[config.mk]
export PLATFORM = sky130hd
export DESIGN_NAME = lcd_serial_writer
export DESIGN_NICKNAME = d
export VERILOG_FILES = /design/src/rtl/lcd_ser_pkg.sv /design/src/rtl/lcd_phase_timer.sv /design/src/rtl/lcd_bit_shifter.sv /design/src/rtl/lcd_serial_writer.sv
export SDC_FILE = /design/constraint.sdc
export NUM_CORES = 1
export LEC_CHECK = 0
export CAP_MARGIN = 20
export CORE_UTILIZATION = 37
export DETAILED_ROUTE_END_ITERATION = 8
export GPL_ROUTABILITY_DRIVEN = 1
export GPL_TIMING_DRIVEN = 0
export SLEW_MARGIN = 10
export SYNTH_ARGS = -nofsm -noshare
export SYNTH_HDL_FRONTEND = slang
export SYNTH_SLANG_ARGS = --single-unit
[constraint.sdc]
create_clock -name clk -period 3.7 [get_ports clk]
set_input_delay 0.74 -clock clk [delete_from_list [all_inputs] [get_ports clk]]
set_output_delay 0.74 -clock clk [all_outputs]
set_load 0.05 [all_outputs]
[src/rtl/lcd_ser_pkg.sv]
package lcd_ser_pkg;

    typedef enum logic [2:0] {
        ST_IDLE = 3'd0,
        ST_LEAD = 3'd1,
        ST_LOW  = 3'd2,
        ST_HIGH = 3'd3,
        ST_TAIL = 3'd4
    } wr_state_e;

endpackage

[src/rtl/lcd_phase_timer.sv]
module lcd_phase_timer #(
    parameter int CW = 4
) (
    input  logic          clk,
    input  logic          rst_n,
    input  logic          load,
    input  logic [CW-1:0] load_val,
    output logic          expired
);
    logic [CW-1:0] cnt_d, cnt_q;

    always_comb begin
        cnt_d = cnt_q;
        if (load)
            cnt_d = load_val;
        else if (cnt_q != '0)
            cnt_d = cnt_q - 1'b1;
    end

    always_ff @(posedge clk or negedge rst_n) begin
        if (!rst_n)
            cnt_q <= '0;
        else
            cnt_q <= cnt_d;
    end

    assign expired = (cnt_q == '0);

endmodule

[src/rtl/lcd_bit_shifter.sv]
module lcd_bit_shifter #(
    parameter int BITS = 8
) (
    input  logic            clk,
    input  logic            rst_n,
    input  logic            load,
    input  logic [BITS-1:0] load_val,
    input  logic            shift,
    output logic            msb
);
    logic [BITS-1:0] sr_d, sr_q;

    always_comb begin
        sr_d = sr_q;
        if (load)
            sr_d = load_val;
        else if (shift)
            sr_d = {sr_q[BITS-2:0], 1'b0};
    end

    always_ff @(posedge clk or negedge rst_n) begin
        if (!rst_n)
            sr_q <= '0;
        else
            sr_q <= sr_d;
    end

    assign msb = sr_q[BITS-1];

endmodule

[src/rtl/lcd_serial_writer.sv]
module lcd_serial_writer
    import lcd_ser_pkg::*;
#(
    parameter int BITS     = 8,
    parameter int LOW_CYC  = 3,
    parameter int HIGH_CYC = 2
) (
    input  logic            clk,
    input  logic            rst_n,
    input  logic            in_valid,
    output logic            in_ready,
    input  logic [BITS-1:0] in_byte,
    input  logic            in_is_data,
    output logic            lcd_cs_n,
    output logic            lcd_dc,
    output logic            lcd_sck,
    output logic            lcd_sda,
    output logic            done
);
    localparam int MAXP = (LOW_CYC > HIGH_CYC) ? LOW_CYC : HIGH_CYC;
    localparam int CW   = $clog2(MAXP) + 1;
    localparam int BCW  = (BITS > 1) ? $clog2(BITS) : 1;
    localparam logic [CW-1:0]  LOW_LOAD  = CW'(LOW_CYC - 1);
    localparam logic [CW-1:0]  HIGH_LOAD = CW'(HIGH_CYC - 1);
    localparam logic [BCW-1:0] LAST_BIT  = BCW'(BITS - 1);

    typedef struct packed {
        wr_state_e      state;
        logic [BCW-1:0] bit_idx;
        logic           cs_n;
        logic           dc;
        logic           sck;
        logic           sda;
        logic           ready;
        logic           done;
    } ctl_t;

    ctl_t ctl_d, ctl_q;

    logic          phase_end;
    logic          tmr_load;
    logic [CW-1:0] tmr_val;
    logic          sh_load;
    logic          sh_shift;
    logic          sh_msb;

    lcd_phase_timer #(.CW(CW)) u_timer (
        .clk      (clk),
        .rst_n    (rst_n),
        .load     (tmr_load),
        .load_val (tmr_val),
        .expired  (phase_end)
    );

    lcd_bit_shifter #(.BITS(BITS)) u_shift (
        .clk      (clk),
        .rst_n    (rst_n),
        .load     (sh_load),
        .load_val (in_byte),
        .shift    (sh_shift),
        .msb      (sh_msb)
    );

    always_comb begin
        ctl_d      = ctl_q;
        ctl_d.done = 1'b0;
        sh_load    = 1'b0;
        sh_shift   = 1'b0;
        unique case (ctl_q.state)
            ST_IDLE: begin
                if (in_valid && ctl_q.ready) begin
                    sh_load     = 1'b1;
                    ctl_d.state = ST_LEAD;
                    ctl_d.cs_n  = 1'b0;
                    ctl_d.dc    = in_is_data;
                    ctl_d.ready = 1'b0;
                    ctl_d.bit_idx = '0;
                end
            end
            ST_LEAD: begin
                if (phase_end) begin
                    ctl_d.state = ST_LOW;
                    ctl_d.sck   = 1'b0;
                    ctl_d.sda   = sh_msb;
                end
            end
            ST_LOW: begin
                if (phase_end) begin
                    ctl_d.state = ST_HIGH;
                    ctl_d.sck   = 1'b1;
                    sh_shift    = 1'b1;
                end
            end
            ST_HIGH: begin
                if (phase_end) begin
                    if (ctl_q.bit_idx == LAST_BIT) begin
                        ctl_d.state = ST_TAIL;
                        ctl_d.cs_n  = 1'b1;
                    end else begin
                        ctl_d.state   = ST_LOW;
                        ctl_d.sck     = 1'b0;
                        ctl_d.sda     = sh_msb;
                        ctl_d.bit_idx = ctl_q.bit_idx + 1'b1;
                    end
                end
            end
            ST_TAIL: begin
                if (phase_end) begin
                    ctl_d.state = ST_IDLE;
                    ctl_d.ready = 1'b1;
                    ctl_d.done  = 1'b1;
                end
            end
            default: ctl_d.state = ST_IDLE;
        endcase
        tmr_load = (ctl_d.state != ctl_q.state) && (ctl_d.state != ST_IDLE);
        tmr_val  = (ctl_d.state == ST_LOW) ? LOW_LOAD : HIGH_LOAD;
    end

    always_ff @(posedge clk or negedge rst_n) begin
        if (!rst_n) begin
            ctl_q.state   <= ST_IDLE;
            ctl_q.bit_idx <= '0;
            ctl_q.cs_n    <= 1'b1;
            ctl_q.dc      <= 1'b0;
            ctl_q.sck     <= 1'b1;
            ctl_q.sda     <= 1'b0;
            ctl_q.ready   <= 1'b1;
            ctl_q.done    <= 1'b0;
        end else begin
            ctl_q <= ctl_d;
        end
    end

    assign in_ready = ctl_q.ready;
    assign lcd_cs_n = ctl_q.cs_n;
    assign lcd_dc   = ctl_q.dc;
    assign lcd_sck  = ctl_q.sck;
    assign lcd_sda  = ctl_q.sda;
    assign done     = ctl_q.done;

    // never ready while the display is selected
    assert_busy_while_selected_R2: assert property (@(posedge clk) disable iff (!rst_n)
        !lcd_cs_n |-> !in_ready);

    // type line frozen across the select window
    assert_dc_stable_R4: assert property (@(posedge clk) disable iff (!rst_n)
        (!lcd_cs_n && $past(!lcd_cs_n)) |-> $stable(lcd_dc));

    // data stable while clock stays high inside a byte
    assert_sda_stable_high_R5: assert property (@(posedge clk) disable iff (!rst_n)
        (lcd_sck && $past(lcd_sck) && !lcd_cs_n) |-> $stable(lcd_sda));

    // clock rests high outside the select window
    assert_sck_idle_R6: assert property (@(posedge clk) disable iff (!rst_n)
        lcd_cs_n |-> lcd_sck);

    // done is a single-cycle pulse, with select released and ready back
    assert_done_single_R7: assert property (@(posedge clk) disable iff (!rst_n)
        done |=> !done);
    assert_done_framing_R7: assert property (@(posedge clk) disable iff (!rst_n)
        done |-> (lcd_cs_n && in_ready));

    // select rises only from a clock-high phase
    assert_cs_release_R3: assert property (@(posedge clk) disable iff (!rst_n)
        $rose(lcd_cs_n) |-> $past(lcd_sck));

endmodule

==> impl_metrics.tcl <==
set metrics [dict create \
    status "complete, no violations" \
    coreArea_um2 3100 \
    crit_buf_inv 1 \
    synth_most_common_cell "dfrtp_1" \
    fin_nets 165 \
    hold_start "lcd_sck$_DFFE_PN1P_" \
    cellPowerDensity_nw_per_um2 657 \
    synth-edff-count 0 \
    design.die.area_um2 3560 \
    max_freq_mhz 410 \
    r2r_cells 6 \
    globalRouteTotalUtil 0.170 \
    vias 1046 \
    cts_hold_buf 0 \
    crit_path_end_kind "output port" \
    syn_nets 142 \
    setup_ws_ps 1260 \
    yosys.cell_types.count 38 \
    routabilityCongestion 0.760 \
    ir_worst_vdd_mv 0.234 \
    worstPathRequired_ps 2960 \
    cp_top_family "buffers and inverters" \
    cts_resized 0 \
    avgSynthCellArea_um2 9.76 \
    regToRegEndpoint "u_timer.cnt_q[0]$_DFFE_PN0P_" \
    vias_per_cell 5.45 \
    ys_seq_area_frac 0.471 \
    route.detailed.drc 0 \
    insertion_delay_ps 320 \
    antenna_found_initial 0 \
    die_w_um 59.7 \
    p_total_uw 992 \
    yosys_register_bits 23 \
    path_depth 1 \
    r2r-start "u_timer.cnt_q[0]$_DFFE_PN0P_" \
    area_growth_pct 22.8 \
    fp.dieH_um 59.7 \
    min_period_ps 2440 \
    max_slew_margin 0.620 \
    cp_slowest_stage_delay_ps 800 \
    synthTopCellsByArea "dfrtp_1 (41%), dfstp_2 (6.4%), ha_1 (4.1%)" \
    fin_tns_setup_ps 0 \
    path_class "flip-flop to output port" \
    whs_ps 486 \
    cts.htree.levels 1 \
    slew_viol_final 0 \
    wl_per_cell_um 14.0 \
    r2r_slack_ps 1900 \
    ioPinCount 18 \
    synth_common_cells "dfrtp_1 (20), inv_1 (9), nand3_1 (9), o21ai_0 (8), a31oi_1 (7)" \
    synth.largest_area_cell "dfrtp_1" \
    antenna_cells 0 \
    numCtsBuffers 3 \
    finalClockSkew_ps 12.7 \
    clock-root-buffer "clkbuf_4" \
    crit_fanout 4 \
    start_util 0.396 \
    async_flop_share 1.00 \
    ys.flop_type "dfrtp_1" \
    grt_setup_unrepaired "false" \
    grt_max_degree 24 \
    fill_cells 315 \
    wirelength_mm 2.70 \
    cts_setup_buffers 0 \
    start_kind "flip-flop" \
    dp_hpwl_mm 1.88 \
    crit_arrival_ps 1700 \
    finalCritPeriodShare 0.660 \
    grt_overflow_total 0 \
    syn_inst 126 \
    setup_viol 0 \
    num_rows 20 \
    layout-drive-gt1-share 0.122 \
    drtPass1Iterations 4 \
    hold_viol_final 0 \
    min_to "lcd_sck$_DFFE_PN1P_" \
    dp_slack_ps 1300 \
    cts.reportedPaths.clkPinSlew_ps 130 \
    tightestPinTransition_ps 570 \
    cts.sinks 23 \
    grt_pass1_wl_mm 4.46 \
    maxCapViolCount 0 \
    slowest_stage "clkdlybuf4s50_1" \
    synth.top_cell.area_share 0.407 \
    cts_tree "yes" \
    whs_path_depth 2 \
    hp-class "flip-flop to flip-flop" \
    p_leak_uw 0.000598 \
    grt_pass1_vias 1008 \
    synth_area_um2 1230 \
    final_util 0.487 \
    drtIter0Drc 43 \
    postRouteAntennaNets 0 \
    io_buffers 17 \
    ys_warn_count 0 \
    cts_buffer_depth 2 \
    path_cells "clkdlybuf4s50_1" \
]
-- power by group --
part	switching, µW	total [µW]	internal, µW
Clock	77.6	118	40.4
Sequential	57.1	409	352
Combinational	269	465	196
Total	404	992	588
-- metal layers --
metal  routed length (µm)  track usage
met5                    0            0
met1                 1250        0.217
met2                 1290        0.284
met4                   49       0.0698
met3                  104       0.0281
-- flip-flops by register name, indices dropped and copies added (netlist names) --
register       count
lcd_sda            1
lcd_dc             1
u_shift.sr_q       8
lcd_cs_n           1
done               1
lcd_sck            1
u_timer.cnt_q      3
ctl_q              6
in_ready           1
-- cell families after synthesis --
group	synth area share
muxes	0.0264
buffers and inverters	0.0763
and+or+nand+nor	0.198
DFF	0.471
AOI/OAI and AO/OA	0.187
adders and majority gates	0.0407
-- stage by stage --
stage | std cells | cell area [µm²]
after global routing | 192 | 1510
after global placement | 187 | 1460
final | 192 | 1510
after floorplan | 126 | 1230
after CTS | 191 | 1480
after detailed placement | 187 | 1460
-- cells in the final DEF (no fill, tap or decap), types with 5 or more instances in the layout --
| cell type | count |
|---|---|
| dfrtp_1 | 20 |
| clkdlybuf4s50_1 | 17 |
| inv_1 | 9 |
| nand3_1 | 9 |
| o21ai_0 | 8 |
| a31oi_1 | 7 |
| clkbuf_1 | 6 |
| nor3_1 | 6 |
| nor2_1 | 5 |
| nand2_1 | 5 |
-- area by class of cell --
type                            instances  area, µm²  area share
Sequential cell                        23        579       0.384
Clock buffer                            3       22.5      0.0149
Tap cell                               44       55.1      0.0365
Clock inverter                          1       5.00     0.00331
Timing Repair Buffer                   18        198       0.131
Inverter                                9       33.8      0.0224
Multi-Input combinational cell         83        557       0.369
Buffer                                 11       60.1      0.0398
-- tightest hold or removal path: cells and delay by family (launching register included) --
| kind | cells | cell delay [ps] |
|---|---|---|
| compound gates | 1 | 50 |
| simple gates | 1 | 50 |
| flops | 1 | 400 |
-- how the worst max path moves through the flow --
stage / from / to / slack [ps]
5_1_grt: in_ready$_DFFE_PN1P_ / in_ready / 1200
6_report: in_ready$_DFFE_PN1P_ / in_ready / 1260
3_5_place_dp: in_valid / lcd_dc$_DFFE_PN0P_ / 1300
4_1_cts: in_ready$_DFFE_PN1P_ / in_ready / 1250
2_1_floorplan: in_valid / lcd_dc$_DFFE_PN0P_ / 1860
3_3_place_gp: in_valid / lcd_dc$_DFFE_PN0P_ / 1290
No activity file was read; power rests on OpenSTA's default activity.
